`src/rtl/stat_irq_pkg.sv`:
```
package stat_irq_pkg;
  // strobes the control side hands to the datapath each cycle
  typedef struct packed {
    logic clrValid;
    logic enLoad;
  } statStrobe_t;
endpackage

```
`src/rtl/stat_irq_ctrl.sv`:
```
module stat_irq_ctrl
  import stat_irq_pkg::*;
#(
  parameter int unsigned WIDTH = 8,
  parameter logic [WIDTH-1:0] STICKY_MASK = 8'hF0
) (
  input  logic             ackWr,
  input  logic [WIDTH-1:0] ackData,
  input  logic             enWr,
  output statStrobe_t      strb,
  output logic [WIDTH-1:0] clrMask
);
  always_comb begin
    strb.clrValid = ackWr;
    strb.enLoad   = enWr;
    // only sticky positions can ever be cleared
    clrMask       = ackData & STICKY_MASK;
  end
endmodule

```
`src/rtl/stat_irq_dp.sv`:
```
module stat_irq_dp
  import stat_irq_pkg::*;
#(
  parameter int unsigned WIDTH = 8,
  parameter logic [WIDTH-1:0] STICKY_MASK = 8'hF0
) (
  input  logic             clk,
  input  logic             rstN,
  input  statStrobe_t      strb,
  input  logic [WIDTH-1:0] clrMask,
  input  logic [WIDTH-1:0] evtIn,
  input  logic [WIDTH-1:0] condIn,
  input  logic [WIDTH-1:0] enData,
  output logic [WIDTH-1:0] rdData,
  output logic [WIDTH-1:0] enQ,
  output logic             intN
);
  logic [WIDTH-1:0] latQ, latNext, clrEff, pendVec;
  logic             irqAny;

  always_comb begin
    clrEff  = strb.clrValid ? clrMask : '0;
    // set wins over clear
    latNext = STICKY_MASK & (evtIn | (latQ & ~clrEff));
    pendVec = latQ & enQ;
    irqAny  = |pendVec;
    rdData  = (latQ & STICKY_MASK) | (condIn & ~STICKY_MASK);
  end

  always_ff @(posedge clk or negedge rstN) begin
    if (!rstN) begin
      latQ <= '0;
      enQ  <= '0;
      intN <= 1'b1;
    end else begin
      latQ <= latNext;
      if (strb.enLoad) enQ <= enData;
      intN <= ~irqAny;
    end
  end

  // per sticky bit checks
  for (genvar i = 0; i < WIDTH; i++) begin : g_chk
    if (STICKY_MASK[i]) begin : g_sticky
      p_set_r1: assert property (@(posedge clk) disable iff (!rstN)
        evtIn[i] |=> rdData[i]);
      p_ack_r2: assert property (@(posedge clk) disable iff (!rstN)
        (strb.clrValid && clrMask[i] && !evtIn[i]) |=> !rdData[i]);
      p_keep_r2: assert property (@(posedge clk) disable iff (!rstN)
        (rdData[i] && !(strb.clrValid && clrMask[i])) |=> rdData[i]);
      p_no_reset_r3: assert property (@(posedge clk) disable iff (!rstN)
        (!rdData[i] && !evtIn[i]) |=> !rdData[i]);
    end
  end

  p_irq_low_r8: assert property (@(posedge clk) disable iff (!rstN)
    (|(rdData & STICKY_MASK & enQ)) |=> !intN);
  p_irq_high_r9: assert property (@(posedge clk) disable iff (!rstN)
    !(|(rdData & STICKY_MASK & enQ)) |=> intN);
endmodule

```
`src/rtl/stat_irq_top.sv`:
```
module stat_irq_top
  import stat_irq_pkg::*;
#(
  parameter int unsigned WIDTH = 8,
  parameter logic [WIDTH-1:0] STICKY_MASK = 8'hF0
) (
  input  logic             clk,
  input  logic             rstN,
  input  logic [WIDTH-1:0] evtIn,
  input  logic [WIDTH-1:0] condIn,
  input  logic             ackWr,
  input  logic [WIDTH-1:0] ackData,
  input  logic             enWr,
  input  logic [WIDTH-1:0] enData,
  output logic [WIDTH-1:0] rdData,
  output logic [WIDTH-1:0] enQ,
  output logic             intN
);
  statStrobe_t      strb;
  logic [WIDTH-1:0] clrMask;

  stat_irq_ctrl #(.WIDTH(WIDTH), .STICKY_MASK(STICKY_MASK)) ctrl_i (
    .ackWr(ackWr), .ackData(ackData), .enWr(enWr),
    .strb(strb), .clrMask(clrMask)
  );

  stat_irq_dp #(.WIDTH(WIDTH), .STICKY_MASK(STICKY_MASK)) dp_i (
    .clk(clk), .rstN(rstN), .strb(strb), .clrMask(clrMask),
    .evtIn(evtIn), .condIn(condIn), .enData(enData),
    .rdData(rdData), .enQ(enQ), .intN(intN)
  );
endmodule

```
`config.mk`:
```
export PLATFORM = sky130hd
export DESIGN_NAME = stat_irq_top
export DESIGN_NICKNAME = d
export VERILOG_FILES = /design/src/rtl/stat_irq_pkg.sv /design/src/rtl/stat_irq_ctrl.sv /design/src/rtl/stat_irq_dp.sv /design/src/rtl/stat_irq_top.sv
export SDC_FILE = /design/constraint.sdc
export NUM_CORES = 1
export LEC_CHECK = 0
export BUFFER_PORTS_ARGS = -buffer_cell sky130_fd_sc_hd__buf_4
export CORE_UTILIZATION = 33
export DETAILED_ROUTE_END_ITERATION = 10
export PLACE_DENSITY_LB_ADDON = 0.15
export SYNTH_ARGS = -nofsm -noshare
export SYNTH_HDL_FRONTEND = slang
export SYNTH_HIERARCHICAL = 1
export SYNTH_SLANG_ARGS = --single-unit
export TNS_END_PERCENT = 5
```
`constraint.sdc`:
```
create_clock -name clk -period 0.8 [get_ports clk]
set_input_delay 0.16 -clock clk [delete_from_list [all_inputs] [get_ports clk]]
set_output_delay 0.16 -clock clk [all_outputs]
set_load 0.05 [all_outputs]
```
==> implementation parameters, run 1 <==
Parameter                              Value

CTS
  TritonCTS buffer count    3
  Number of sinks driven by the clock tree    13
  Maximum number of buffers from clock root to sink    2
  TritonCTS clock tree    done
  CTS root buf    sky130_fd_sc_hd__clkbuf_4
  Insertion delay to the later sink of the worst-skew pair    260 ps
  Number of levels the H-tree was split into    1
  Post-CTS clock slew at the launch and capture registers of the worst setup and hold paths    70 ps

Global route
  Combined global-route utilization of all metal layers    0.1212
  Total gr overflow    0
  Antenna violations before repair    0
  Global-route wire length before repair    1.649 mm
  Maximum number of pins on one net before global-route repair    14
  Number of global-route vias before repair    373

Yosys
  Number of nets in the synthesized netlist    78
  Post-Syn Area    601.8 sq um
  Mean cell area of the mapped netlist    14.33 sq um
  Number of warnings reported in the yosys synthesis log    6
  Synthesized instance count    42

Final layout
  Sequential cell area    334.1 sq um
  Layout overhead on the synthesized area    46.78%
  Area used by multi-input combinational logic    188.9 sq um
  Fraction of layout cells with a size suffix above 1    0.7500
  Leading cell type in the layout, fill and taps excluded    sky130_fd_sc_hd__buf_4
  Commonest cells after routing, fill and taps aside    sky130_fd_sc_hd__buf_4, sky130_fd_sc_hd__buf_6, sky130_fd_sc_hd__mux2_4, sky130_fd_sc_hd__dfrtp_1, sky130_fd_sc_hd__dfrtp_2
  Number of fillers in the final layout    156
  Antenna cell count    0
  Post-layout nets    105
  Final design area excluding fillers    883.3 sq um

Run status
  Result of the run    finished with violations
  Failing checks    negative setup slack

Critical path
  Worst path bufs/invs    1
  Endpoint of the most critical setup path    intN
  Reg-to-Reg End    dp_i/intN$_DFF_PN1_
  List of cells traversed by the critical path    buf_8
  R2r worst-path depth    2
  Worst-path fanout max    1
  Worst-case register-to-register setup slack    -120 ps
  Endpoint required time on the critical path    640 ps
  Largest stage delay on the critical path    540 ps
  Critical Path Source Type    flip-flop
  Arrival time of data at the critical path endpoint    950 ps
  Endpoint type of the worst setup path    output port
  Crit. Startpoint    dp_i/intN$_DFF_PN1_
  Crit. path cell count    1
  Worst setup path class    flip-flop to output port
  Delay-heaviest family, CP    flip-flops
  Beginning of the worst register-to-register path    dp_i/latQ[4]$_DFF_PN0_
  Cell type of the slowest stage on the worst timing path    sky130_fd_sc_hd__dfstp_2

Floorplanning
  Area of the die    0.001999 sq mm
  Die W    44.71 microns
  Placement Rows    15
  Vertical die dimension    44.71 microns
  Starting Density    0.3486
  I/O pins    53
  Floorplan core area    0.001727 sq mm

Route
  Drt drc    0
  Average wire length per cell after detail routing    11.69 microns
  DRT Wirelength    1.087 mm
  Initial DRT Pass Iterations    4
  Number of violations reported at the end of detailed-routing iteration 0    1
  Post-route antenna net violation count    0
  Vias per inst    4.290
  Total via count after detailed routing    399

STA
  Setup repair after global routing missed its margin    true
  Crit path setup slack, layout    -305.5 ps
  Largest clock skew in the final design    3.303 ps
  Final worst path period need    1105 ps
  Transition at the pin with the smallest max-transition slack    183.1 ps
  Fmax    904.6 MHz
  Final setup violation count    18
  Final worst-path cycle share    1.382
  Pins Over Slew Limit    0
  Relative slew slack    0.8779
  Number of hold violations in the final report    0

Placement
  Detailed Place HPWL    844.1 microns
  Worst setup timing slack at the placement stage    -117.3 ps
  Buffers on Ports    32
  GPL Wtd Cong    0.6241
  Post-DP Area    794.5 sq um

Power and ir drop
  LEAKAGE    0.4261 nW
  Power density of the placed cells    1940 mW/mm^2
  Peak supply drop    0.001221 V

Job
  Max-cap violation count    0

Hold path
  Hold Crit Class    input port to flip-flop
-- state kept, by name (all words and copies together), names as in the netlist --
signal and flops:
dp_i/enQ 8, dp_i/intN 1, dp_i/latQ 4
-- metrics by stage --
step / util / total power [mW] / hold WS [ps] / instances / TNS (ps)
CTS: 0.5116 / 1.741 / 59.68 / 93 / -3081
detailed placement: 0.4601 / 1.295 / 9.790 / 88 / -162.0
floorplan: - / 1.173 / -135.6 / 42 / -1670
finish: 0.5116 / 1.714 / 65.33 / 93 / -2877
global placement: 0.4601 / 1.289 / 13.87 / 88 / -121.7
global route: 0.5116 / 1.802 / 57.97 / 93 / -3475
-- how the worst min path moves through the flow --
stage | slack (ps) | from | depth (start not counted) | to
finish | 70 | evtIn[6] | 2 | dp_i/latQ[6]$_DFF_PN0_
global route | 60 | evtIn[6] | 2 | dp_i/latQ[6]$_DFF_PN0_
CTS | 60 | evtIn[5] | 2 | dp_i/latQ[5]$_DFF_PN0_
detailed placement | 10 | rstN | 1 | dp_i/enQ[2]$_DFFE_PN0P_
global placement | 10 | rstN | 1 | dp_i/enQ[2]$_DFFE_PN0P_
floorplan | -140 | rstN | 0 | dp_i/enQ[0]$_DFFE_PN0P_
-- worst reg2reg max path: stages (launching register included) --
cell	delay [ps]
sky130_fd_sc_hd__dfrtp_2	420
sky130_fd_sc_hd__a22o_1	250
sky130_fd_sc_hd__a221oi_2	170
-- layout make-up --
type,count,area share
flip-flops and latches,13,0.3782
well taps,25,0.03541
repair buffers,33,0.3428
clock buffers,4,0.02975
multi-input cells,18,0.2139
-- report_power, final --
group          total, mW  internal [mW]  switching [mW]
clock network      0.381          0.193           0.188
registers          0.784          0.725          0.0583
logic              0.550          0.257           0.293
total               1.71           1.18           0.539
-- per-layer routing --
metal / wire [microns] / part of all wire / GRT usage / up-vias
met5: 0 / 0 / 0 / -
met4: 0 / 0 / 0.03636 / 0
met3: 81 / 0.075 / 0.06400 / 0
met2: 533 / 0.49 / 0.1941 / 21
met1: 472 / 0.43 / 0.1410 / 191
li1: - / - / - / 187
-- timing repair --
action | in CTS | in global routing
setup endpoints to repair | 17 | 18
pin swaps | 1 | 0
gates resized for setup | 14 | 0
endpoints found under the hold margin | 13 | 0
buffers inserted | 0 | 0
hold buffers | 1 | 0
Power figures use the tool's default switching activity.
==> run 2: changes to the inputs <==
- BUFFER_PORTS_ARGS: -buffer_cell sky130_fd_sc_hd__buf_4 -> -buffer_cell sky130_fd_sc_hd__buf_2
==> run 2 against run 1 <==
The flow still finishes with violations (negative setup slack). Highest routed layer unchanged. Clock power up 1%. Clock skew shrank 2.7 ps. Final cell count unchanged. Largest cell class unchanged. Die area stayed put.
==> implementation parameters, run 2 (same netlist as run 1, synthesis figures left out) <==
Parameter                              Value

Run status
  Result of the run    finished with violations
  Failing checks    negative setup slack

Global route
  Met1 Use GR    0.1432 (+0.002197)
  Highest-utilization routing layer at the global route stage    met2
  Combined global-route utilization of all metal layers    0.1160 (-0.005183)
  Total gr overflow    0 (unchanged)
  Global routing usage on met2    0.1824 (-0.01176)
  Number of global-route vias before repair    369 (-1.1%)
  Met3 capacity usage during global routing    0.06400 (unchanged)
  Global-route wire length before repair    1.621 mm (-1.7%)
  Maximum number of pins on one net before global-route repair    14 (unchanged)
  Antenna violations before repair    0 (unchanged)

Placement
  GPL Wtd Cong    0.6389 (+2.4%)
  Buffers on Ports    32 (unchanged)
  Worst setup timing slack at the placement stage    -113.5 ps (+3.804 ps)

Route
  Post-route antenna net violation count    0 (unchanged)
  Vias per inst    4.237 (-1.3%)
  Initial DRT Pass Iterations    4 (unchanged)
  Average wire length per cell after detail routing    11.22 microns (-4.0%)
  Total via count after detailed routing    394 (-1.3%)
  Drt drc    0 (unchanged)
  Number of violations reported at the end of detailed-routing iteration 0    5 (+4)
  DRT Wirelength    1.043 mm (-4.0%)

Power and ir drop
  Power density of the placed cells    2023 mW/mm^2 (+4.3%)
  Sum of internal, switching and leakage power    1.691 mW (-1.3%)
  LEAKAGE    0.4095 nW (-3.9%)
  Peak supply drop    0.0009274 V (-24%)

Final layout
  Number of fillers in the final layout    161 (+3.2%)
  Top register by number of flip-flops    dp_i/enQ
  Commonest cells after routing, fill and taps aside    sky130_fd_sc_hd__buf_2, sky130_fd_sc_hd__buf_6, sky130_fd_sc_hd__mux2_4, sky130_fd_sc_hd__dfrtp_1, sky130_fd_sc_hd__dfrtp_2
  Leading cell type in the layout, fill and taps excluded    sky130_fd_sc_hd__buf_2
  Max FFs per register    8 (unchanged)
  Area used by multi-input combinational logic    188.9 sq um (unchanged)
  Sequential cell area    334.1 sq um (unchanged)
  Registers with the highest flip-flop counts    dp_i/enQ: 8 flops, dp_i/latQ: 4 flops, dp_i/intN: 1 flops
  Fraction of layout cells with a size suffix above 1    0.7500 (unchanged)
  Post-layout nets    105 (unchanged)
  Final core utilization    0.4841 (-0.02754)
  Layout overhead on the synthesized area    38.88%
  Antenna cell count    0 (unchanged)

Critical path
  Worst-path fanout max    1 (unchanged)
  Cell type of the slowest stage on the worst timing path    sky130_fd_sc_hd__dfstp_2
  Endpoint required time on the critical path    640 ps (about the same)
  Endpoint type of the worst setup path    output port
  Delay-heaviest family, CP    flip-flops
  Largest stage delay on the critical path    540 ps (about the same)
  List of cells traversed by the critical path    buf_8
  Critical Path Source Type    flip-flop
  Worst setup path class    flip-flop to output port
  Arrival time of data at the critical path endpoint    940 ps (about the same)
  Worst path bufs/invs    1 (unchanged)

STA
  Pins Over Slew Limit    0 (unchanged)
  Final worst path period need    1100 ps (-5.081 ps)
  Final setup violation count    17 (-1)
  Final worst-path cycle share    1.375 (-0.006351)
  Relative slew slack    0.8167 (-0.06128)
  Sum Neg Setup Slack    -2901 ps (-24.60 ps)
  Crit path setup slack, layout    -300.4 ps (+5.081 ps)
  Transition at the pin with the smallest max-transition slack    275.0 ps (+91.92 ps)
  Fmax    908.8 MHz (+0.46%)
  Largest clock skew in the final design    0.5815 ps (-2.721 ps)
  Number of hold violations in the final report    0 (unchanged)
  Setup repair after global routing missed its margin    true

Floorplanning
  I/O pins    53 (unchanged)
  Floorplan core area    0.001727 sq mm (unchanged)
  Vertical die dimension    44.71 microns (unchanged)
  Die W    44.71 microns (unchanged)
  Area of the die    0.001999 sq mm (unchanged)
  Starting Density    0.3486 (unchanged)
  Placement Rows    15 (unchanged)

Job
  Max-cap violation count    0 (unchanged)

CTS
  Number of post-CTS setup repair buffers    0 (unchanged)
  Number of sinks driven by the clock tree    13 (unchanged)
  CTS root buf    sky130_fd_sc_hd__clkbuf_4
  Insertion delay to the later sink of the worst-skew pair    260 ps (about the same)
  TritonCTS buffer count    3 (unchanged)
  Number of levels the H-tree was split into    1 (unchanged)
  TritonCTS clock tree    done
  Maximum number of buffers from clock root to sink    2 (unchanged)
  Post-CTS clock slew at the launch and capture registers of the worst setup and hold paths    70 ps (about the same)

Hold path
  Hold Crit Class    input port to flip-flop
run 2: routing by layer:
| layer | share of wire | vias to the layer above |
|---|---|---|
| met5 | 0 | - |
| met4 | 0 | 0 |
| met3 | 0.067 | 0 |
| met2 | 0.50 | 21 |
| met1 | 0.43 | 187 |
| li1 | - | 186 |
run 2: timing repair:
| item | 4_1_cts | 5_1_grt |
|---|---|---|
| setup endpoints to repair | 14 | 18 |
| resized for setup | 27 | 0 |
| pin swaps | 0 | 1 |
| hold endpoints to repair | 12 | 0 |
| gates cloned | 0 | 0 |
| hold buffers | 1 | 0 |
run 2: path summary, 6_finish.rpt:
kind | to | slack [ps] | cells past startpoint | startpoint
setup / recovery | intN | -300 | 1 | dp_i/intN$_DFF_PN1_
hold / removal | dp_i/latQ[6]$_DFF_PN0_ | 70 | 2 | evtIn[6]
setup reg to reg | dp_i/intN$_DFF_PN1_ | -140 | 2 | dp_i/latQ[4]$_DFF_PN0_
hold reg to reg | dp_i/intN$_DFF_PN1_ | 450 | 1 | dp_i/enQ[7]$_DFFE_PN0P_
max in group asynchronous | dp_i/intN$_DFF_PN1_ | 230 | 2 | rstN
min in group asynchronous | dp_i/enQ[2]$_DFFE_PN0P_ | 300 | 2 | rstN
run 2: report_power, final:
part           switching [mW]  leakage, nW  internal [mW]
registers              0.0567        0.139          0.725
clock network           0.192       0.0150          0.193
logic                   0.293        0.256          0.231
total                   0.542        0.410           1.15
run 2: layout make-up:
cell class,count,share of cell area
Sequential cell,13,0.3997
Timing Repair Buffer,33,0.3054
Multi-Input combinational cell,18,0.2260
Tap cell,25,0.03743
Clock buffer,4,0.03144
run 2: per-stage QoR:
stage / instance area, sq um / instances / hold WS, ps
2_1_floorplan: 609.3 / 42 / -135.6
3_3_place_gp: 714.4 / 88 / 65.56
3_5_place_dp: 714.4 / 88 / 58.92
4_1_cts: 835.8 / 93 / 55.96
5_1_grt: 835.8 / 93 / 52.77
6_report: 835.8 / 93 / 66.25
